--- src/rtl/fsk_rx_pkg.sv ---
package fsk_rx_pkg;
    typedef enum logic [1:0] {
        ST_IDLE   = 2'd0,
        ST_SEARCH = 2'd1,
        ST_RAW    = 2'd2
    } eng_state_e;

    localparam logic [1:0] CMD_ABORT = 2'b00;
    localparam logic [1:0] CMD_SYNC  = 2'b01;
    localparam logic [1:0] CMD_RAW   = 2'b10;
endpackage

--- src/rtl/fsk_sym_window.sv ---
module fsk_sym_window #(
    parameter int WIN_LEN = 24,
    parameter int SYM_W   = 2
) (
    input  logic                       clk,
    input  logic                       rst_n,
    input  logic                       flush,
    input  logic                       shift,
    input  logic [SYM_W-1:0]           sym_in,
    output logic [WIN_LEN*SYM_W-1:0]   win_nxt,
    output logic                       full_nxt
);
    localparam int WW = WIN_LEN * SYM_W;
    localparam int CW = $clog2(WIN_LEN + 1);
    localparam logic [CW-1:0] FILL_MAX = CW'(WIN_LEN);

    typedef struct packed {
        logic [WW-1:0] win;
        logic [CW-1:0] fill;
    } win_reg_t;

    win_reg_t q, d;

    always_comb begin
        d = q;
        if (flush) begin
            d.win  = '0;
            d.fill = '0;
        end else if (shift) begin
            d.win = {q.win[WW-SYM_W-1:0], sym_in};
            if (q.fill != FILL_MAX) d.fill = q.fill + 1'b1;
        end
    end

    always_ff @(posedge clk or negedge rst_n) begin
        if (!rst_n) q <= '0;
        else        q <= d;
    end

    assign win_nxt  = d.win;
    assign full_nxt = (d.fill == FILL_MAX);

    AST_FLUSH_EMPTIES: assert property (@(posedge clk) disable iff (!rst_n)
        flush |=> (q.fill == '0));
    AST_FILL_STEPS: assert property (@(posedge clk) disable iff (!rst_n)
        (shift && !flush && q.fill != FILL_MAX) |=> (q.fill == $past(q.fill) + 1'b1));
endmodule

--- src/rtl/fsk_sync_corr.sv ---
module fsk_sync_corr #(
    parameter int WIN_LEN = 24,
    parameter int SYM_W   = 2,
    parameter int CNT_W   = $clog2(WIN_LEN + 1)
) (
    input  logic [WIN_LEN*SYM_W-1:0] window,
    input  logic [WIN_LEN*SYM_W-1:0] pattern,
    output logic [CNT_W-1:0]         mism_cnt
);
    logic [WIN_LEN-1:0] sym_diff;

    for (genvar g = 0; g < WIN_LEN; g++) begin : g_cmp
        assign sym_diff[g] = (window[g*SYM_W +: SYM_W] != pattern[g*SYM_W +: SYM_W]);
    end

    always_comb begin
        mism_cnt = '0;
        for (int i = 0; i < WIN_LEN; i++) begin
            mism_cnt = mism_cnt + CNT_W'(sym_diff[i]);
        end
    end

    always_comb begin
        if (window == pattern) begin
            AST_EXACT_IS_ZERO: assert (mism_cnt == '0);
        end
    end
endmodule

--- src/rtl/fsk_rx_task_engine.sv ---
module fsk_rx_task_engine
    import fsk_rx_pkg::*;
#(
    parameter int WIN_LEN = 24,
    parameter int SYM_W   = 2,
    parameter int TOL_W   = 2,
    parameter int BYTE_W  = 8
) (
    input  logic                     clk,
    input  logic                     rst_n,
    input  logic                     task_wr,
    input  logic [1:0]               task_code,
    input  logic [WIN_LEN*SYM_W-1:0] sync_pattern,
    input  logic [TOL_W-1:0]         sync_tol,
    input  logic                     sym_valid,
    input  logic [SYM_W-1:0]         sym,
    input  logic                     irq_clr,
    output logic [BYTE_W-1:0]        result_byte,
    output logic                     buf_free,
    output logic                     irq
);
    localparam int CNT_W    = $clog2(WIN_LEN + 1);
    localparam int RAW_SYMS = BYTE_W / SYM_W;
    localparam int RC_W     = (RAW_SYMS > 1) ? $clog2(RAW_SYMS) : 1;
    localparam int ACC_W    = BYTE_W - SYM_W;
    localparam logic [RC_W-1:0] RC_LAST = RC_W'(RAW_SYMS - 1);

    typedef struct packed {
        eng_state_e        st;
        logic [BYTE_W-1:0] res;
        logic              bfree;
        logic              irq;
        logic [ACC_W-1:0]  acc;
        logic [RC_W-1:0]   rcnt;
    } eng_reg_t;

    eng_reg_t q, d;

    logic                     win_flush, win_shift, win_full;
    logic [WIN_LEN*SYM_W-1:0] win_nxt;
    logic [CNT_W-1:0]         mism_cnt;
    logic                     irq_set;

    assign win_flush = task_wr && (task_code == CMD_SYNC);
    assign win_shift = !task_wr && sym_valid && (q.st == ST_SEARCH);

    fsk_sym_window #(.WIN_LEN(WIN_LEN), .SYM_W(SYM_W)) u_window (
        .clk      (clk),
        .rst_n    (rst_n),
        .flush    (win_flush),
        .shift    (win_shift),
        .sym_in   (sym),
        .win_nxt  (win_nxt),
        .full_nxt (win_full)
    );

    fsk_sync_corr #(.WIN_LEN(WIN_LEN), .SYM_W(SYM_W), .CNT_W(CNT_W)) u_corr (
        .window   (win_nxt),
        .pattern  (sync_pattern),
        .mism_cnt (mism_cnt)
    );

    always_comb begin
        d       = q;
        irq_set = 1'b0;
        if (task_wr) begin
            case (task_code)
                CMD_SYNC: begin
                    d.st    = ST_SEARCH;
                    d.bfree = 1'b0;
                end
                CMD_RAW: begin
                    d.st    = ST_RAW;
                    d.bfree = 1'b0;
                    d.rcnt  = '0;
                end
                default: begin
                    d.st    = ST_IDLE;
                    d.bfree = 1'b1;
                end
            endcase
        end else if (sym_valid) begin
            case (q.st)
                ST_SEARCH: begin
                    if (win_full && (mism_cnt <= CNT_W'(sync_tol))) begin
                        d.st    = ST_IDLE;
                        d.bfree = 1'b1;
                        irq_set = 1'b1;
                    end
                end
                ST_RAW: begin
                    if (q.rcnt == RC_LAST) begin
                        d.res   = {q.acc, sym};
                        d.st    = ST_IDLE;
                        d.bfree = 1'b1;
                        irq_set = 1'b1;
                    end else begin
                        d.acc  = {q.acc[ACC_W-SYM_W-1:0], sym};
                        d.rcnt = q.rcnt + 1'b1;
                    end
                end
                default: ;
            endcase
        end
        if (irq_set)      d.irq = 1'b1;
        else if (irq_clr) d.irq = 1'b0;
    end

    always_ff @(posedge clk or negedge rst_n) begin
        if (!rst_n) begin
            q       <= '0;
            q.st    <= ST_IDLE;
            q.bfree <= 1'b1;
        end else begin
            q <= d;
        end
    end

    assign result_byte = q.res;
    assign buf_free    = q.bfree;
    assign irq         = q.irq;

    AST_TASK_TAKES_BUF: assert property (@(posedge clk) disable iff (!rst_n)
        (task_wr && (task_code == CMD_SYNC || task_code == CMD_RAW)) |=> !buf_free);
    AST_ABORT_FREES: assert property (@(posedge clk) disable iff (!rst_n)
        (task_wr && (task_code == CMD_ABORT || task_code == 2'b11)) |=> (buf_free && q.st == ST_IDLE));
    AST_RESULT_HELD: assert property (@(posedge clk) disable iff (!rst_n)
        (q.st != ST_RAW) |=> $stable(result_byte));
    AST_IRQ_CLEARS: assert property (@(posedge clk) disable iff (!rst_n)
        (irq_clr && q.st == ST_IDLE) |=> !irq);
    AST_IRQ_WITH_FREE: assert property (@(posedge clk) disable iff (!rst_n)
        $rose(irq) |-> buf_free);
    AST_NO_EARLY_MATCH: assert property (@(posedge clk) disable iff (!rst_n)
        (q.st == ST_SEARCH && !win_full) |=> !$rose(irq));
endmodule

--- config.mk ---
export PLATFORM = sky130hd
export DESIGN_NAME = fsk_rx_task_engine
export DESIGN_NICKNAME = d
export VERILOG_FILES = /design/src/rtl/fsk_rx_pkg.sv /design/src/rtl/fsk_sym_window.sv /design/src/rtl/fsk_sync_corr.sv /design/src/rtl/fsk_rx_task_engine.sv
export SDC_FILE = /design/constraint.sdc
export NUM_CORES = 1
export LEC_CHECK = 0
export BUFFER_PORTS_ARGS = -buffer_cell sky130_fd_sc_hd__buf_4
export CORE_MARGIN = 2
export CORE_UTILIZATION = 40
export DETAILED_ROUTE_END_ITERATION = 16
export PLACE_DENSITY = 0.71
export SLEW_MARGIN = 30
export SYNTH_ARGS = -nofsm -noshare
export SYNTH_HDL_FRONTEND = slang
export SYNTH_HIERARCHICAL = 1
export SYNTH_SLANG_ARGS = --single-unit
--- constraint.sdc ---
create_clock -name clk -period 8.7 [get_ports clk]
set_clock_uncertainty 0.2 [all_clocks]
set_input_delay 1.74 -clock clk [delete_from_list [all_inputs] [get_ports clk]]
set_output_delay 1.74 -clock clk [all_outputs]
set_load 0.02 [all_outputs]
== Word level (Yosys, flattened, before mapping) ==
Index checks and enable logic that the tools add are counted.
Cells by class
  add/sub/neg operators: 25
  $lt $le $gt $ge: 1
  equal/unequal tests: 35
  muxes and demuxes: 26
  bitwise logic cells: 2
  reductions and logical operators: 14
Operators with widths (number)
  $add 5x1->5: 22
  $mux 53: 2
  $ne 2x2->1: 24
  $mux 11: 2
  $reduce_and 4->1: 4
  $mux 2: 7
  $mux 1: 9
  $mux 8: 1
  $pmux 2 s2: 2
  $eq 2x2->1 const B: 3
  $reduce_bool 2->1: 3
  $add 5x1->5 const B: 1
  $eq 5x5->1 const B: 1
  $le 5x2->1: 1
  $mux 5: 1
  $ne 5x5->1 const B: 1
  $eq 2x1->1 const B: 2
  $logic_and 1x1->1: 4
  $pmux 1 s2: 2
  $ne 3x2->1 const B: 1
  $ne 3x3->1 const B: 1
  $reduce_bool 3->1: 1
  $add 1x1->2: 1
  $add 2x1->2 const B: 1
  other kinds (5): 6
Storage, ports and cells
  bits in registers: 73
  input bits: 59
  word-level logic and storage cells: 111

== Logic depth before layout (Yosys ltp) ==
Gate-level depths: netlist (run 1).
  word-level depth: 36
  gate-level depth with buffers: 28
  gate-level depth less buffers: 25

== Cells and area by module ==
Netlist (run 1), hierarchy kept.
Modules (own cells, without submodules)
  fsk_sym_window: instances 1, cells an instance 243, area each 2636.3 µm², sequential area each 1326.3 µm²
  fsk_rx_task_engine: instances 1, cells an instance 92, area each 1092.3 µm², sequential area each 501.7 µm²
  fsk_sync_corr: instances 1, cells an instance 124, area each 1059.8 µm², sequential area each 0.0 µm²

== Worst setup path after synthesis (run 1) ==
OpenSTA, ideal clock, no wires.
  kind: input to register
  start: input task_wr
  end: register, netlist name q[18]
  arrival: 7.483 ns
  required time: 8.390 ns
  path slack: 0.906 ns
  stages on the path: 28
  path buffers: 4
  cell sequence: buf_6 -> inv_1 -> and3_1 -> buf_6 -> buf_2 -> mux2i_1 -> nor2_1 -> buf_4 -> xnor2_1 -> nand2_1 -> fa_1 -> inv_1 -> fa_1 -> inv_1 -> fa_1 -> fa_1 -> inv_1 -> fa_1 -> inv_1 -> ha_1 -> inv_1 -> fa_1 -> inv_1 -> ha_1 -> nor2b_2 -> o21ai_0 -> and2_2 -> o41ai_1
RTL lines
  start, declared: line fsk_rx_task_engine.sv:11  | input logic task_wr,

==> results of run 1 <==
[registers in the layout, summed over array words and instances, names as in the netlist]
signal       cells
u_window/q      53
q               10
result_byte      8
buf_free         1
irq              1
[synth_stat cells (2+ instances only)]
cell	n	area share, %
a21oi_1	5	0.52
a311o_2	2	0.47
buf_2	6	0.63
buf_4	56	8.8
buf_6	2	0.47
clkbuf_1	4	0.31
dfrtp_1	72	38
fa_1	17	7.1
ha_1	16	4.2
inv_1	35	2.7
mux2_2	14	3.3
mux2i_1	48	10
nand2_1	23	1.8
nand2b_1	4	0.52
nand3_1	2	0.21
nand4_1	2	0.26
nand4_2	2	0.52
nor2_1	61	4.8
nor2b_1	2	0.26
o21ai_0	5	0.52
xnor2_1	30	5.5
xor2_1	23	4.2
[metal layers]
layer | global-route usage (%) | wire length, um
met1 | 18.4 | 4010
met3 | 3.45 | 322
met2 | 24.3 | 4350
met4 | 5.85 | 175
met5 | 0 | 0
[path summary, 6_finish.rpt]
check | end | slack (ps) | depth (start not counted)
max reg2reg | q[18] | 1860 | 26
max in group asynchronous | u_window/q[4] | 6600 | 1
max | q[18] | 800 | 26
min reg2reg | result_byte[6] | 300 | 1
min | result_byte[6] | 300 | 1
min in group asynchronous | u_window/q[3] | 1210 | 1
[stage by stage]
stage                     total power, mW  instances
after floorplan                     0.785        459
after global placement              0.867        604
after detailed placement            0.901        604
after CTS                            1.29        620
after global routing                 1.38        620
final                                1.27        620
[kinds of logic after synthesis]
group,count (synthesis)
AND/OR/NAND/NOR,108
XOR/XNOR,53
AO/OA/AOI/OAI,25
flip-flops,73
adder cells (fa/ha/maj),33
multiplexers,62
buffers and inverters,105
[power groups by stage]
stage                     Clock [mW]  Combinational (mW)  Sequential, mW
after CTS                      0.391               0.498           0.401
final                          0.383               0.489           0.401
after global placement             0               0.463           0.404
after detailed placement           0               0.495           0.406
after floorplan                    0               0.385           0.400
after global routing           0.408               0.564           0.405
[layout make-up]
cell class | instances | area, um2
Sequential cell | 73 | 1830
Fill cell | 1068 | 6220
Inverter | 35 | 131
Clock buffer | 10 | 239
Tap cell | 143 | 179
Multi-Input combinational cell | 281 | 2340
Clock inverter | 6 | 75.1
Timing Repair Buffer | 72 | 557
[critical path: stages]
cell,delay [ps]
buf_4,140
inv_1,130
and3_2,500
buf_4,270
mux2i_1,200
nor2_1,90
xnor2_1,160
nand2_1,120
fa_1,510
inv_1,60
fa_1,490
inv_1,50
fa_1,510
fa_1,560
inv_1,60
fa_1,470
inv_1,70
ha_1,160
inv_1,50
fa_1,480
inv_1,40
ha_1,270
nor2b_2,120
o21ai_0,90
and2_2,220
o41ai_1,330
==> impl_results.rst, run 1 <==
.. list-table::
   :header-rows: 1

   * - Metric
     - Value
   * - Kind of end point of the critical path
     - flop
   * - Antenna violations before repair
     - 0
   * - Sequential power share
     - 31.5%
   * - Commonest cells after routing, fill and taps aside
     - dfrtp_1, buf_4, nor2_1
   * - Number of global-route vias before repair
     - ~3100
   * - Post-CTS repair timing setup buffer count
     - 0
   * - Hold Vio Cnt, Final
     - 0
   * - Port Buffer Count
     - slightly below 70
   * - Total via count after detailed routing
     - slightly below 3000
   * - First-pass GRT wire length
     - about 15000 um
   * - Antenna-violating nets left
     - 0
   * - Sum of negative setup slack
     - 0 ps
   * - Most common flop cell mapped by yosys
     - dfrtp_1
   * - Initial core utilization
     - 41.4%
   * - Critical path required time
     - just under 9000 ps
   * - Leakage power total
     - about 2.6 nW
   * - Nets in the synthesized netlist
     - between 500 and 600
   * - Final critical-path share of the clock period
     - roughly nine tenths
   * - Share of synthesized area spent on multiplexers
     - 13.3%
   * - Net Sw Frac
     - 33.4%
   * - Total of flip-flops plus latches after synthesis
     - 73
   * - Actual transition at the worst max-transition pin
     - between 600 and 700 ps
   * - Max-slew violations
     - 0
   * - Number of synthesized flops with an enable pin
     - 0
   * - Share of total power in the clock network
     - ~30%
   * - Average routed wire per standard cell
     - between 10 and 15 um
   * - XOR/XNOR Fraction of Synth Area
     - 9.69%
   * - Arrival time reported for the critical path endpoint
     - 7900 ps
   * - Worst voltage drop across the vdd grid
     - approximately 0.15 mV
   * - Area of the die
     - around 13000 um2
   * - Highest Clock Rate
     - about 0.13 GHz
   * - Comb pwr share
     - a little under two fifths
   * - Minimum period implied by the final worst setup slack
     - between 7000 and 8000 ps
   * - Switching power
     - ~0.43 mW
   * - Placed cell areas
     - 5030 um2
   * - Leading cell type in the layout, fill and taps excluded
     - dfrtp_1
   * - Die height
     - approximately 110 um
   * - Critical Setup Path Class
     - in2reg
   * - Site Rows
     - 39
   * - Power density normalized to cell area
     - between 200 and 250 nW/um2
   * - Synthesized area per cell
     - approximately 10 um2
   * - Area of the placeable core
     - roughly 12000 um2
   * - Adder-cell share of the synthesized area
     - between 10% and 20%
   * - Skew-Pair Late Insertion Delay
     - about 330 ps
   * - Growth of design area from synthesis to finish
     - 11.6%
   * - Final weighted congestion of routability-driven global placement
     - just over 0.8
   * - TritonCTS clock tree
     - built
   * - Synth Cell Area
     - 4790 um2
   * - Total of max-cap violations
     - 0
   * - Highest fanout seen on the critical path
     - 15
   * - Path type of the worst min-delay path
     - reg2reg
   * - Worst setup margin
     - approximately 800 ps
   * - Number of vias per cell
     - around 4.8
   * - Violation count after the first detailed-routing iteration
     - 92
   * - Post-route standard cell area excluding fillers
     - roughly 5300 um2
   * - Ys async rst share
     - between 90% and 100%
   * - Simple-Gate Fraction of Synth Area
     - between 10% and 20%
   * - Worst slew margin relative to its limit
     - between 50% and 60%
   * - Internal power contribution
     - approximately 0.85 mW
   * - Final wirelength
     - about 8900 um
   * - Residual DRC count
     - 0
   * - Post-CTS Resized
     - 0
   * - Hold Worst Slack
     - about 300 ps
   * - Cell variety after synth
     - 50
   * - Launching instance or port of the critical path
     - task_wr
   * - DP Wirelength
     - between 6000 and 7000 um
   * - Width of the chip
     - roughly 110 um
   * - IO Pins
     - 69
   * - Share of layout cells above drive strength 1
     - approximately a quarter
   * - Part of the Yosys area used for sequential elements
     - 38.2%
   * - Launch point of the worst reg-to-reg path
     - q[19]
   * - Setup repair after global routing missed its margin
     - false
   * - Cells after Synth
     - roughly 460
   * - Final setup vio count
     - 0
   * - Combinational family with the most area after synthesis
     - multiplexers
   * - Nets
     - between 500 and 600
   * - Critical Path Source Type
     - input port
   * - Largest net degree at the start of global routing
     - 74
   * - Clock sinks
     - 73
   * - CTS H-tree depth
     - 3
   * - Util after Layout
     - a little under half
   * - CTS buffer count
     - 9
   * - Clk pin slew, worst setup/hold paths
     - approximately 70 ps
   * - Clock root cell
     - clkbuf_16
   * - Result of the run
     - finished clean
   * - Global router's overall resource usage
     - between 10% and 20%
   * - Total congestion overflow
     - 0
   * - Pre-Repair DR Iteration Count
     - 4
   * - Number of antenna cells inserted
     - 0
   * - Number of buffers inserted for hold repair after clock tree synthesis
     - 0
   * - Number of warnings printed during yosys synthesis
     - 6
   * - Worst Hold Launch
     - q[6]
   * - Dpl ws
     - roughly 430 ps
   * - Compound-Gate Fraction of Synth Area
     - 3.71%
   * - Clock Tree Buf Depth
     - 2
No activity file was read; power rests on OpenSTA's default activity.
==> run 2: changes to the inputs <==
Clock period 8.7 ns to 9 ns, I/O delays scaled along.
==> run 2 against run 1 <==
  * Critical path depth unchanged
  * First-iteration DRC count increased by 110%
  * Hold slack improved by 13 ps
  * Wire length decreased by 1.9%
  * Cell area about the same
  * Power decreased by 2.6%
  * Flip-flop and latch count unchanged
  * Non-clock buffer count decreased by 2
  * Core utilization about the same
  * Sequential share of layout area about the same
  * Clock power increased by 2%
==> impl_results.rst, run 2 (synthesis results as in run 1) <==
.. list-table::
   :header-rows: 1

   * - Metric
     - Value
   * - Result of the run
     - finished clean
   * - Average routed wire per standard cell
     - 14.1 um (-1.5%)
   * - Total congestion overflow
     - 0 (unchanged)
   * - Port Buffer Count
     - 68 (unchanged)
   * - Highest Clock Rate
     - 0.127 GHz
   * - Critical Setup Path Class
     - in2reg
   * - Largest net degree at the start of global routing
     - 74 (unchanged)
   * - Pre-Repair DR Iteration Count
     - 4 (unchanged)
   * - Kind of end point of the critical path
     - flop
   * - Residual DRC count
     - 0 (unchanged)
   * - Overall power
     - 1.24 mW (-2.6%)
   * - Width of the chip
     - 113 um (unchanged)
   * - Final critical-path share of the clock period
     - between 80 and 90%
   * - Footprint of the flip-flops and latches
     - 1830 um2 (unchanged)
   * - Total via count after detailed routing
     - 2897 (-2.8%)
   * - Final wirelength
     - 8690 um (-1.9%)
   * - Final weighted congestion of routability-driven global placement
     - 0.814 (-0.64%)
   * - DP Wirelength
     - 6510 um (-2.2%)
   * - Global router's overall resource usage
     - 14.1% (-0.46 points)
   * - Clock sinks
     - 73 (unchanged)
   * - Number of global-route vias before repair
     - 2978 (-5.0%)
   * - Power density normalized to cell area
     - 232 nW/um2 (-2.6%)
   * - Sum of negative setup slack
     - 0 ps (unchanged)
   * - Post-CTS repair timing setup buffer count
     - 0 (unchanged)
   * - Initial core utilization
     - 41.4% (unchanged)
   * - Clk pin slew, worst setup/hold paths
     - 60 ps (about the same)
   * - Growth of design area from synthesis to finish
     - 11.6% (about the same)
   * - Clock Tree Buf Depth
     - 2 (unchanged)
   * - Antenna violations before repair
     - 0 (unchanged)
   * - Highest fanout seen on the critical path
     - 15 (unchanged)
   * - Skew-Pair Late Insertion Delay
     - 330 ps (about the same)
   * - Leading cell type in the layout, fill and taps excluded
     - dfrtp_1
   * - Minimum period implied by the final worst setup slack
     - a little under 8000 ps
   * - Filler cell count in the final layout
     - 1069 (+0.094%)
   * - Nets
     - 562 (-0.35%)
   * - Final setup vio count
     - 0 (unchanged)
   * - Clock root cell
     - clkbuf_16
   * - Site Rows
     - 39 (unchanged)
   * - CTS H-tree depth
     - 3 (unchanged)
   * - Number of vias per cell
     - 4.69 (-2.5%)
   * - Commonest cells after routing, fill and taps aside
     - dfrtp_1, buf_4, nor2_1
   * - Worst slew margin relative to its limit
     - 55.5% (+0.61 points)
   * - Post-CTS Resized
     - 0 (unchanged)
   * - Arrival time reported for the critical path endpoint
     - 7920 ps (+20 ps)
   * - Violation count after the first detailed-routing iteration
     - 197 (+110%)
   * - Setup repair after global routing missed its margin
     - false
   * - Largest reg by FF count
     - u_window/q
   * - Max-slew violations
     - 0 (unchanged)
   * - Leakage power total
     - 2.56 nW (-0.22%)
   * - Path type of the worst min-delay path
     - reg2reg
   * - Antenna-violating nets left
     - 0 (unchanged)
   * - Area occupied by multi-input gates
     - 2340 um2 (unchanged)
   * - Number of buffers inserted for hold repair after clock tree synthesis
     - 0 (unchanged)
   * - Actual transition at the worst max-transition pin
     - 667 ps (-9.22 ps)
   * - Number of flip-flops in the largest register
     - 53 (unchanged)
   * - IO Pins
     - 69 (unchanged)
   * - CTS buffer count
     - 9 (unchanged)
   * - Area of the placeable core
     - 11600 um2 (unchanged)
   * - Critical path required time
     - 9030 ps (+330 ps)
   * - Share of layout cells above drive strength 1
     - 24.0% (-0.32 points)
   * - Die height
     - 113 um (unchanged)
   * - Area of the die
     - 12900 um2 (unchanged)
   * - Worst voltage drop across the vdd grid
     - 0.137 mV (-6.6%)
   * - First-pass GRT wire length
     - 14200 um (-3.3%)
   * - TritonCTS clock tree
     - built
   * - Total of max-cap violations
     - 0 (unchanged)
   * - Critical Path Source Type
     - input port
   * - Number of antenna cells inserted
     - 0 (unchanged)
   * - Hold Vio Cnt, Final
     - 0 (unchanged)
-- run 2: cell types whose count changed in the layout (fill, tap and decap cells not counted) --
cell	change
buf_4	-2
bufinv_16	+1
clkbuf_8	-1
clkinv_4	+1
inv_8	-1
-- run 2: area by class of cell --
type / instances / area share [%]
Inverter: 35 / 2.46
Tap cell: 143 / 3.35
Sequential cell: 73 / 34.2
Multi-Input combinational cell: 281 / 43.7
Clock buffer: 9 / 4.21
Clock inverter: 7 / 1.92
Timing Repair Buffer: 70 / 10.1
-- run 2: power breakdown --
part	switching (mW)	internal, mW	leakage, nW
clock network	0.144	0.245	0.156
logic	0.236	0.227	1.41
registers	0.0237	0.364	0.998
total	0.404	0.836	2.56
-- run 2: worst max-delay path: stages --
cell	delay [ps]
buf_4	140
inv_1	130
and3_2	440
buf_4	330
mux2i_1	220
nor2_1	90
xnor2_1	190
nand2_1	100
fa_1	540
inv_1	60
fa_1	510
fa_1	520
inv_1	50
fa_1	480
inv_1	60
fa_1	460
inv_1	70
ha_1	170
inv_1	50
fa_1	470
inv_1	40
ha_1	280
nor2b_2	120
o21ai_0	90
and2_2	230
o41ai_1	290
-- run 2: stage by stage --
| step | area [um2] | std cells | util (%) | worst slack, ps | hold slack [ps] |
|---|---|---|---|---|---|
| 2_1_floorplan | 4790 | 459 | - | 1150 | 277 |
| 3_3_place_gp | 5010 | 602 | 43.3 | 873 | 287 |
| 3_5_place_dp | 5010 | 602 | 43.3 | 693 | 298 |
| 4_1_cts | 5340 | 618 | 46.2 | 1080 | 312 |
| 5_1_grt | 5340 | 618 | 46.2 | 745 | 331 |
| 6_report | 5340 | 618 | 46.2 | 1100 | 308 |
-- run 2: worst paths after layout --
path,startpoint,endpoint,slack [ps],depth (start not counted)
min in group asynchronous,rst_n,u_window/q[4],1280,1
max in group asynchronous,rst_n,u_window/q[22],6860,1
hold reg to reg,q[7],q[7],310,1
setup / recovery,task_wr,q[18],1100,26
setup reg to reg,q[19],q[18],2200,26
hold / removal,q[7],q[7],310,1
-- run 2: layer usage --
| layer | part of all wire, % | wire [um] | global-route usage [%] | up-vias |
|---|---|---|---|---|
| li1 | - | - | - | 1447 |
| met1 | 45 | 3880 | 18.0 | 1381 |
| met2 | 50 | 4390 | 23.5 | 65 |
| met3 | 4.1 | 356 | 3.35 | 4 |
| met4 | 0.74 | 64 | 5.37 | 0 |
| met5 | 0 | 0 | 0 | - |
==> run 3: changes to the inputs <==
Settings changed: CTS_BUF_LIST from default to sky130_fd_sc_hd__clkbuf_4 sky130_fd_sc_hd__clkbuf_8.
==> run 3 against run 2 <==
  * Critical path depth did not move
  * Register-to-register slack barely moved
  * Sequential power barely moved
  * Via count barely moved
  * Largest power group unchanged
==> impl_results.rst, run 3 (synthesis results as in run 1) <==
.. list-table::
   :header-rows: 1

   * - Metric
     - Value
   * - Result of the run
     - finished clean
   * - Critical path's slowest cell
     - fa_1
   * - Final weighted congestion of routability-driven global placement
     - 0.814 (unchanged)
   * - Average routed wire per standard cell
     - 13.9 um (-0.81%)
   * - Minimum period implied by the final worst setup slack
     - 7860 ps (-33.0 ps)
   * - Worst hold path cell count
     - 1 (unchanged)
   * - Launch point of the worst reg-to-reg path
     - q[19]
   * - Worst slew margin relative to its limit
     - 55.7% (+0.15 points)
   * - Overall power
     - 1.14 mW (-7.9%)
   * - Critical Setup Path Class
     - in2reg
   * - Width of the chip
     - 113 um (unchanged)
   * - IO Pins
     - 69 (unchanged)
   * - Clock root cell
     - clkbuf_8
   * - Largest net degree at the start of global routing
     - 74 (unchanged)
   * - Setup repair after global routing missed its margin
     - false
   * - Final wirelength
     - 8620 um (-0.81%)
   * - Area of the placeable core
     - 11600 um2 (unchanged)
   * - Post-CTS Resized
     - 0 (unchanged)
   * - CTS buffer count
     - 9 (unchanged)
   * - Die height
     - 113 um (unchanged)
   * - Leading cell type in the layout, fill and taps excluded
     - dfrtp_1
   * - Arrival time reported for the critical path endpoint
     - 7910 ps (about the same)
   * - Number of global-route vias before repair
     - 2944 (-1.1%)
   * - Total of max-cap violations
     - 0 (unchanged)
   * - TritonCTS clock tree
     - built
   * - Critical path required time
     - 9050 ps (+20 ps)
   * - CTS H-tree depth
     - 3 (unchanged)
   * - Dpl cells
     - 602 (unchanged)
   * - Path type of the worst min-delay path
     - reg2reg
   * - Leakage power total
     - 2.52 nW (-1.8%)
   * - Antenna-violating nets left
     - 0 (unchanged)
   * - First-pass GRT wire length
     - 14200 um (-0.58%)
   * - Final critical-path share of the clock period
     - 87.4% (-0.37 points)
   * - Clock sinks
     - 73 (unchanged)
   * - Number of flip-flops in the largest register
     - 53 (unchanged)
   * - Dominant delay contributor by cell family on the critical path
     - adder cells
   * - Antenna violations before repair
     - 0 (unchanged)
   * - Commonest cells after routing, fill and taps aside
     - dfrtp_1, buf_4, nor2_1
   * - Growth of design area from synthesis to finish
     - 9.49%
   * - Sum of negative setup slack
     - 0 ps (unchanged)
   * - Site Rows
     - 39 (unchanged)
   * - Placed cell areas
     - 5010 um2 (unchanged)
   * - Highest fanout seen on the critical path
     - 15 (unchanged)
   * - Number of antenna cells inserted
     - 0 (unchanged)
   * - Actual transition at the worst max-transition pin
     - 665 ps (-2.21 ps)
   * - Largest reg by FF count
     - u_window/q
   * - Hold Worst Slack
     - 314 ps (+6.37 ps)
   * - Worst Hold Launch
     - result_byte[5]
   * - Crit-path most repeated cell
     - inv_1
   * - Count of placed standard cells in the final layout, fillers left out
     - 618 (unchanged)
   * - DP Wirelength
     - 6510 um (unchanged)
   * - Skew-Pair Late Insertion Delay
     - 350 ps (+20 ps)
   * - Total via count after detailed routing
     - 2895 (-0.069%)
   * - Power density normalized to cell area
     - 218 nW/um2 (-6.1%)
   * - Crit-path max cell delay
     - 550 ps (about the same)
   * - Clk pin slew, worst setup/hold paths
     - 90 ps (+30 ps)
   * - Max-slew violations
     - 0 (unchanged)
   * - Pre-Repair DR Iteration Count
     - 4 (unchanged)
   * - Initial core utilization
     - 41.4% (unchanged)
   * - Violation count after the first detailed-routing iteration
     - 146 (-26%)
   * - Number of vias per cell
     - 4.68 (about the same)
   * - Share of layout cells above drive strength 1
     - 24.0% (unchanged)
   * - Area of the die
     - 12900 um2 (unchanged)
   * - Highest Clock Rate
     - 0.127 GHz (+0.42%)
   * - Hold Vio Cnt, Final
     - 0 (unchanged)
   * - Post-CTS repair timing setup buffer count
     - 0 (unchanged)
   * - Endpoint of the worst hold path
     - result_byte[5]
   * - Critical Path Source Type
     - input port
   * - Port Buffer Count
     - 68 (unchanged)
   * - Reg2Reg Capture Point
     - q[18]
   * - Number of buffers inserted for hold repair after clock tree synthesis
     - 0 (unchanged)
   * - Residual DRC count
     - 0 (unchanged)
   * - Final setup vio count
     - 0 (unchanged)
   * - Worst setup slack for register-to-register paths
     - 2200 ps (about the same)
   * - Depth of the most critical reg-to-reg path
     - 26 (unchanged)
   * - Total congestion overflow
     - 0 (unchanged)
   * - Worst voltage drop across the vdd grid
     - 0.137 mV (about the same)
   * - Kind of end point of the critical path
     - flop
   * - WP buf/inv
     - 9 (unchanged)
   * - Global router's overall resource usage
     - 14.1% (-0.081 points)
   * - Clock Tree Buf Depth
     - 2 (unchanged)
   * - Nets
     - 562 (unchanged)
   * - Post-route standard cell area excluding fillers
     - 5240 um2 (-1.9%)
[run 3: cell counts in the layout (fill, tap and decap cells not counted)]
No cell type changed its count.
[run 3: how the worst max path moves through the flow]
| stage | to | cells after the start | slack [ps] | from |
|---|---|---|---|---|
| 3_3_place_gp | q[18] | 25 | 870 | task_code[1] |
| 4_1_cts | q[18] | 25 | 1110 | task_code[1] |
| 2_1_floorplan | q[18] | 28 | 1150 | task_wr |
| 6_report | q[18] | 26 | 1140 | task_wr |
| 5_1_grt | irq | 26 | 800 | task_wr |
| 3_5_place_dp | q[18] | 25 | 690 | task_code[1] |
[run 3: through the flow]
stage	setup WS [ps]	utilization, %
final	1140	45.3
after global routing	801	45.3
after CTS	1110	45.3
after detailed placement	693	43.3
after global placement	873	43.3
after floorplan	1150	-
[run 3: worst reg2reg max path, stage by stage, from the launching register on]
cell     delay, ps
dfrtp_1        420
inv_1           70
ha_1           180
and3_2         430
buf_4          330
mux2i_1        220
nor2_1          80
xnor2_1        170
nand2_1        100
fa_1           530
inv_1           50
fa_1           490
inv_1           50
fa_1           500
fa_1           550
inv_1           50
fa_1           460
inv_1           80
ha_1           170
inv_1           50
fa_1           470
inv_1           40
ha_1           280
nor2b_2        120
o21ai_0         90
and2_2         230
o41ai_1        290
[run 3: final cells by class]
class	count	area, um2
Sequential cell	73	1830
Clock buffer	9	124
Multi-Input combinational cell	281	2340
Fill cell	1087	6320
Tap cell	143	179
Clock inverter	7	103
Inverter	35	131
Timing Repair Buffer	70	542
[run 3: power by group]
| group | internal, mW | leakage, nW | switching (mW) |
|---|---|---|---|
| Sequential | 0.363 | 0.998 | 0.0235 |
| Combinational | 0.227 | 1.41 | 0.236 |
| Clock | 0.158 | 0.110 | 0.133 |
[run 3: per-layer routing]
layer	global-route usage (%)	vias to the layer above	wire, um
li1	-	1451	-
met1	17.9	1381	3830
met2	23.4	59	4410
met3	3.35	4	323
met4	5.12	0	64
met5	0	-	0
